## src/rtl/pix_tot_pkg.sv

```systemverilog
package pix_tot_pkg;

    // Default geometry of one pixel's digital tail
    localparam int TOT_W_DEF   = 5;  // counter width: 31 usable periods
    localparam int TRIM_W_DEF  = 4;  // local threshold-correction code width
    localparam int SYNC_N_DEF  = 2;  // synchroniser depth

    // Measurement states
    typedef enum logic [1:0] {
        ST_IDLE  = 2'd0,   // armed, waiting for a synchronised rising edge
        ST_COUNT = 2'd1,   // discriminator high, counter running
        ST_HOLD  = 2'd2    // saturated and reported, waiting for the line to drop
    } meas_state_e;

endpackage

```

## src/rtl/pix_tot_sync.sv

```systemverilog
module pix_tot_sync #(
    parameter int STAGES = 2
) (
    input  logic clk,
    input  logic rst_n,
    input  logic d,
    output logic q
);

    logic [STAGES-1:0] sync_d, sync_q;

    always_comb begin
        sync_d = sync_q;
        if (STAGES == 1) begin
            sync_d[0] = d;
        end else begin
            sync_d = {sync_q[STAGES-2:0], d};
        end
    end

    always_ff @(posedge clk or negedge rst_n) begin
        if (!rst_n) begin
            sync_q <= '0;
        end else begin
            sync_q <= sync_d;
        end
    end

    assign q = sync_q[STAGES-1];

endmodule

```

## src/rtl/pix_tot_cfg.sv

```systemverilog
module pix_tot_cfg #(
    parameter int TRIM_W = 4,
    localparam int CFG_W = TRIM_W + 1
) (
    input  logic              clk,
    input  logic              rst_n,
    input  logic              we,
    input  logic [CFG_W-1:0]  wdata,
    output logic [TRIM_W-1:0] trim,
    output logic              mask
);

    typedef struct packed {
        logic              mask;
        logic [TRIM_W-1:0] trim;
    } cfg_t;

    cfg_t cfg_d, cfg_q;

    always_comb begin
        cfg_d = cfg_q;
        if (we) begin
            cfg_d.trim = wdata[TRIM_W-1:0];
            cfg_d.mask = wdata[CFG_W-1];
        end
    end

    always_ff @(posedge clk or negedge rst_n) begin
        if (!rst_n) begin
            cfg_q <= '0;
        end else begin
            cfg_q <= cfg_d;
        end
    end

    assign trim = cfg_q.trim;
    assign mask = cfg_q.mask;

endmodule

```

## src/rtl/pix_tot_meas.sv

```systemverilog
module pix_tot_meas
    import pix_tot_pkg::*;
#(
    parameter int TOT_W = 5
) (
    input  logic             clk,
    input  logic             rst_n,
    input  logic             disc_s,
    input  logic             mask,
    output logic             valid,
    output logic [TOT_W-1:0] tot,
    output logic             timeout
);

    localparam logic [TOT_W-1:0] CNT_MAX = '1;
    localparam logic [TOT_W-1:0] CNT_ONE = TOT_W'(1);

    typedef struct packed {
        meas_state_e      state;
        logic             prev;
        logic [TOT_W-1:0] cnt;
        logic             valid;
        logic [TOT_W-1:0] tot;
        logic             tmo;
    } meas_t;

    meas_t m_d, m_q;
    logic  report;
    logic  rep_tmo;

    always_comb begin
        m_d       = m_q;
        m_d.valid = 1'b0;
        m_d.prev  = disc_s;
        report    = 1'b0;
        rep_tmo   = 1'b0;

        unique case (m_q.state)
            ST_IDLE: begin
                if (disc_s && !m_q.prev) begin
                    m_d.state = ST_COUNT;
                    m_d.cnt   = CNT_ONE;
                end
            end
            ST_COUNT: begin
                if (!disc_s) begin
                    report    = 1'b1;
                    m_d.state = ST_IDLE;
                end else if (m_q.cnt == CNT_MAX) begin
                    report    = 1'b1;
                    rep_tmo   = 1'b1;
                    m_d.state = ST_HOLD;
                end else begin
                    m_d.cnt = m_q.cnt + CNT_ONE;
                end
            end
            ST_HOLD: begin
                if (!disc_s) begin
                    m_d.state = ST_IDLE;
                end
            end
            default: m_d.state = ST_IDLE;
        endcase

        if (report && !mask) begin
            m_d.valid = 1'b1;
            m_d.tot   = m_q.cnt;
            m_d.tmo   = rep_tmo;
        end
    end

    always_ff @(posedge clk or negedge rst_n) begin
        if (!rst_n) begin
            m_q <= '{state: ST_IDLE, prev: 1'b0, cnt: '0,
                     valid: 1'b0, tot: '0, tmo: 1'b0};
        end else begin
            m_q <= m_d;
        end
    end

    assign valid   = m_q.valid;
    assign tot     = m_q.tot;
    assign timeout = m_q.tmo;

endmodule

```

## src/rtl/pix_tot_core.sv

```systemverilog
module pix_tot_core
    import pix_tot_pkg::*;
#(
    parameter int TOT_W  = TOT_W_DEF,
    parameter int TRIM_W = TRIM_W_DEF,
    parameter int SYNC_N = SYNC_N_DEF,
    localparam int CFG_W = TRIM_W + 1
) (
    input  logic              clk,
    input  logic              rst_n,
    input  logic              disc_in,
    input  logic              cfg_we,
    input  logic [CFG_W-1:0]  cfg_wdata,
    output logic [TRIM_W-1:0] trim_o,
    output logic              hit_valid,
    output logic [TOT_W-1:0]  hit_tot,
    output logic              hit_timeout
);

    logic disc_s;
    logic cfg_mask;

    pix_tot_sync #(.STAGES(SYNC_N)) u_sync (
        .clk   (clk),
        .rst_n (rst_n),
        .d     (disc_in),
        .q     (disc_s)
    );

    pix_tot_cfg #(.TRIM_W(TRIM_W)) u_cfg (
        .clk   (clk),
        .rst_n (rst_n),
        .we    (cfg_we),
        .wdata (cfg_wdata),
        .trim  (trim_o),
        .mask  (cfg_mask)
    );

    pix_tot_meas #(.TOT_W(TOT_W)) u_meas (
        .clk     (clk),
        .rst_n   (rst_n),
        .disc_s  (disc_s),
        .mask    (cfg_mask),
        .valid   (hit_valid),
        .tot     (hit_tot),
        .timeout (hit_timeout)
    );

endmodule

```

## config.mk

```make
export PLATFORM = sky130hd
export DESIGN_NAME = pix_tot_core
export DESIGN_NICKNAME = d
export VERILOG_FILES = /design/src/rtl/pix_tot_pkg.sv /design/src/rtl/pix_tot_sync.sv /design/src/rtl/pix_tot_cfg.sv /design/src/rtl/pix_tot_meas.sv /design/src/rtl/pix_tot_core.sv
export SDC_FILE = /design/constraint.sdc
export NUM_CORES = 1
export LEC_CHECK = 0
export BUFFER_PORTS_ARGS = -buffer_cell sky130_fd_sc_hd__buf_2
export CAP_MARGIN = 10
export CORE_MARGIN = 8
export CORE_UTILIZATION = 40
export DETAILED_ROUTE_END_ITERATION = 8
export GPL_TIMING_DRIVEN = 0
export HOLD_SLACK_MARGIN = 0.08
export SETUP_SLACK_MARGIN = 0.15
export SYNTH_ARGS = -nofsm -noshare
export SYNTH_HDL_FRONTEND = slang
export SYNTH_SLANG_ARGS = --single-unit
```

## constraint.sdc

```tcl
create_clock -name clk -period 3.4 [get_ports clk]
set_clock_uncertainty 0.05 [all_clocks]
set_input_delay 0.51 -clock clk [delete_from_list [all_inputs] [get_ports clk]]
set_output_delay 0.51 -clock clk [all_outputs]
set_load 0.02 [all_outputs]
```

# [Word-level counts from Yosys, hierarchy flattened]
# Cells that the tools add are included.
[word_totals] inputBits=9 regBits=22 elab_cells=41 out_inout_bits=11
[classes] mux=15 n_addsub=1 n_reduce_logical=8 eq_ne=8
[op_table] operator="$mux 5" count=3
[op_table] operator="$pmux 5 s2" count=1
[op_table] operator="$mux 2" count=4
[op_table] operator="$mux 7" count=1
[op_table] operator="$ne 2x2->1 const B" count=3
[op_table] operator="$pmux 2 s3" count=1
[op_table] operator="$add 5x1->5 const B" count=1
[op_table] operator="$eq 5x5->1 const B" count=1
[op_table] operator="$mux 1" count=5
[op_table] operator="$reduce_and 4->1" count=1
[op_table] operator="$ne 3x2->1 const B" count=1
[op_table] operator="$reduce_and 3->1" count=1
[op_table] operator="$eq 2x1->1 const B" count=1
[op_table] operator="$eq 2x2->1 const B" count=1
[op_table] operator="$logic_and 1x1->1" count=2
[op_table] operator="$logic_not 1->1" count=2
[op_table] operator="$logic_not 2->1" count=1
[op_table] operator="$ne 2x1->1 const B" count=1
[op_table] operator="$reduce_bool 2->1" count=1

# [Logic depth before layout (Yosys ltp)]
[logic_depth] word_depth=6 mapped_depth=7 mapped_depth_nobuf=6

# [By module]
# Synthesis repeated with hierarchy kept, for this count alone.
[hier_totals] hier_cells=67 hier_area_um2=968.4
[by_module_without_submodules] module="pix_tot_meas" area_per_inst_um2=737.0 n_inst=1 cells_per_inst=55 seq_area_each_um2=375.4
[by_module_without_submodules] module="pix_tot_cfg" area_per_inst_um2=181.4 n_inst=1 cells_per_inst=10 seq_area_each_um2=125.1
[by_module_without_submodules] module="pix_tot_sync" area_per_inst_um2=50.0 n_inst=1 cells_per_inst=2 seq_area_each_um2=50.0

# [Worst setup path after synthesis]
# Ideal clock, no wire load.
[synth_path] path_kind="register to register" start="register u_meas.m_q[7] in the netlist's numbering" end="register u_meas.m_q (netlist bit u_meas.timeout)" n_path_buf=1 t_arrival_ps=1785 slack_ps=1440 stages_incl_launch_ff=8 setup_time_ps=125 t_required_ps=3225 path_cell_list="dfrtp_1 > ha_1 > and3_1 > ha_1 > nor2b_1 > or4_4 > buf_6 > mux2_4"
[synth_between] elab_chain_len=5 elab_cells_between_ends=7 cone_classes="1 x eq/ne; 5 x mux; 1 x reduce/logical"
[synth_lines] item="from (decl)" line_no="pix_tot_meas.sv:27" source="meas_t m_d, m_q;"
[synth_lines] item="from (signal assigned)" line_no="pix_tot_meas.sv:74" source="m_q <= '{state: ST_IDLE, prev: 1'b0, cnt: '0,"
[synth_lines] item="from (signal assigned)" line_no="pix_tot_meas.sv:77" source="m_q <= m_d;"
[synth_lines] item="$eq 5x5->1 (*)" line_no="pix_tot_meas.sv:49" source="end else if (m_q.cnt == CNT_MAX) begin"
[synth_lines] item="$mux 1 (*)" line_no="pix_tot_meas.sv:49"
[synth_lines] item="$mux 1" line_no="pix_tot_meas.sv:46" source="if (!disc_s) begin"
[synth_lines] item="$mux 1" line_no="pix_tot_meas.sv:38" source="unique case (m_q.state)"
[synth_lines] item="$logic_and 1x1->1" line_no="pix_tot_meas.sv:65" source="if (report && !mask) begin"
# Every way passes the cells marked *; elsewhere a longest branch is shown, timed or not.
# A chain may end at the register's enable or synchronous reset.

# [Worst setup path after layout]
# Ends and elaborated chain as after synthesis.

==> results.md <==
* CP cell instances: ha_1 -> and3_1 -> ha_1 -> nor2b_1 -> or4_4 -> buf_6 -> mux2_4
* Ranking of synthesized cells by area: dfrtp_1, mux2_4, mux2_2
* Syn Inst Count at 74
* Setup ws final at around 1.3 ns
* N_diodes at 0
* Setup violations, final at 0
* Clock latency on the worst-skew pair at a little over 0.3 ns
* Mean area per synthesized cell at ~13 um2
* Count of input and output buffers at 19
* First-pass GRT wire length at 2.96 mm
* Clock root buffer: clkbuf_4
* Routability cong. at ~0.75
* Run status: finished clean
* Die Ht at 65.6 um
* Largest stage delay, worst path at 0.43 ns
* Seq/Total Area, Yosys at 55.9%
* NumNets Final at 110
* Non-filler cells in the finished layout at 127
* Ys Warns at 0
* Req. time, crit path at 3.55 ns
* Hold_buf cts at 0
* Detail Route Antenna Nets at 0
* Worst-path fanout max at 7
* Setup crit end kind: register
* Iter 0 DRT Violations at 6
* Vias in the first global route at between 600 and 700
* Pin count of the biggest net entering global routing at 23
* GRT Util Overall at 8.92%
* Max-slew headroom at between 60% and 70%
* Synthesized cell area at between 900 and 1000 um2
* Final Util at around 48%
* Setup bufs post-CTS at 0
* RSZ-0062 raised after global routing: no
* Post-DP HPWL at 1.30 mm
* Top cell by count, worst path: ha_1
* Fin. max-slew vios at 0
* Die X at 65.6 um
* Critical Path Start Type: register
* Clock Path Buffers at 2
* Share of layout cells above drive strength 1 at 43.3%
* WS Path Type: register to register
* Worst slack at placement at 1.29 ns
* Via density at 4.92
* Detailed-route via count at 625
* Fin. Hold Viols at 0
* Leak pwr at 0.598 nW
* Pwr Total at 642 uW
* Initial antenna violation count at 0
* Fin Setup TNS at 0 ns
* Clock transition at path regs at 0.12 ns
* Critical-path top delay cell: dfrtp_1
* Minimum clock period at 2.13 ns
* FILL cells at roughly 220
* First-pass iteration count of the detailed router at 4
* Die ar. at 4310 um2
* Hold WC Path Type: input port to async pin
* Cells on worst reg2reg path at 7
* Max Freq at 469 MHz
* # Max-Cap Violations at 0
* Global route overflow at 0
* CTS tree: yes
* H-tree depth at 1
* P&R area growth vs syn at 17.2%
* Critical R2R Launch: u_meas.m_q[7]$_DFFE_PN0P_
* Num rows at 18
* Dpl cells at 123
* Commonest non-fill, non-tap cells in the layout: dfrtp_1, buf_2, mux2_4
* Worst-Margin Slew at roughly 0.48 ns
* Most common cell after layout, fill and taps aside: dfrtp_1
* Synthesized net count at 86
* VDD IR-drop max at roughly 0.00030 V
* Core box area at 2410 um2
* # clock sinks at 22
* I/O pin count at 20
* Initial core utilization at about two fifths
* Post_cts resized at 0
* Routed WL at ~1.7 mm
* Avg WL per Cell at 13.7 um
* CTS Buf Count at 3
* Arrival time at the worst endpoint at 2.28 ns
* Tcrit/Tclk final at 62.7%
* Distinct cells, synth at 29
* Seq cells post-synth at 22
* Yosys top cell by area: dfrtp_1
* R2R setup slack at 1.27 ns
* Pwr dens at 556 nW/um2
* Reg-to-Reg End: u_meas.timeout$_DFFE_PN0P_
* Area share of the largest cell type after synthesis at a little under three fifths
* DRC at 0
-- cells in the mapped netlist --
cell       instances
and3_1             1
ha_1               3
a22o_1             2
mux2_2             5
buf_6              1
mux2i_1            1
clkbuf_1           1
a32oi_1            1
dfrtp_1           22
buf_4              5
o21ai_0            2
nor2b_1            2
nand2b_1           1
nand2_1            5
or3_1              1
or4_4              1
mux2_4             6
nor2_1             1
a21oi_1            1
nor3_1             1
o21bai_1           1
a22oi_1            1
nor4b_1            2
nand3_1            2
inv_2              1
and2_1             1
inv_1              1
nand4bb_1          1
o2bb2ai_1          1
-- stage by stage --
step	area, um2	hold slack, ns
global route	1150	0.125
finish	1150	0.0928
global placement	1120	0.284
floorplan	985	0.164
CTS	1150	0.108
detailed placement	1120	0.288
-- flip-flops by register name, summed over array words and instances, names as in the netlist --
| register | cells |
|---|---|
| u_cfg.trim | 4 |
| u_cfg.mask | 1 |
| u_sync.sync_q | 2 |
| u_meas.valid | 1 |
| u_meas.m_q | 8 |
| u_meas.timeout | 1 |
| u_meas.tot | 5 |
-- cells by family (layout without fill, tap and decap cells) --
group                      Yosys count  count (layout)  synth area share [%]
AOI/OAI and AO/OA                    9               9                  6.61
adders and majority gates            3               3                  3.81
buffers and inverters                9              32                  6.10
DFF                                 22              22                  55.9
muxes                               12              12                  15.9
and+or+nand+nor                     19              19                  11.7
-- final cells by class --
cell class	instances	area [um2]	area share (%)
repair buffers	19	95.1	8.24
clock buffers	4	36.3	3.15
plain buffers	7	52.6	4.56
inverters	2	7.51	0.651
well taps	30	37.5	3.25
flip-flops and latches	22	551	47.7
multi-input cells	43	374	32.4
-- critical path, delay by kind of cell (launching register included) --
kind                       cells  cell delay [ns]
and+or+nand+nor                3             0.67
DFF                            1             0.43
adders and majority gates      2             0.42
muxes                          1             0.30
buffers and inverters          1             0.16
-- per-layer routing --
| layer | part of all wire, % | up-vias | routed length [um] | track usage [%] |
|---|---|---|---|---|
| li1 | - | 302 | - | - |
| met3 | 7.9 | 5 | 137 | 2.89 |
| met4 | 2.3 | 0 | 40 | 5.72 |
| met5 | 0 | - | 0 | 0 |
| met1 | 44 | 295 | 772 | 9.51 |
| met2 | 45 | 23 | 785 | 14.9 |
-- how the worst max path moves through the flow --
stage                                   start                         end  slack [ns]  cells after the start
floorplan           u_meas.m_q[7]$_DFFE_PN0P_  u_meas.timeout$_DFFE_PN0P_        1.44                      7
global placement    u_meas.m_q[7]$_DFFE_PN0P_  u_meas.timeout$_DFFE_PN0P_        1.31                      7
detailed placement  u_meas.m_q[7]$_DFFE_PN0P_  u_meas.timeout$_DFFE_PN0P_        1.29                      7
CTS                 u_meas.m_q[7]$_DFFE_PN0P_  u_meas.timeout$_DFFE_PN0P_        1.25                      7
global route        u_meas.m_q[7]$_DFFE_PN0P_  u_meas.timeout$_DFFE_PN0P_        1.16                      7
finish              u_meas.m_q[7]$_DFFE_PN0P_  u_meas.timeout$_DFFE_PN0P_        1.27                      7
-- power by group --
part	switching (mW)	total [mW]	leakage (nW)	internal, mW
Combinational	0.0724	0.163	0.297	0.0905
Clock	0.0766	0.142	0.0210	0.0654
Sequential	0.0346	0.337	0.280	0.302
Total	0.184	0.642	0.598	0.458
Note: power is estimated with default switching activity, not from simulation.
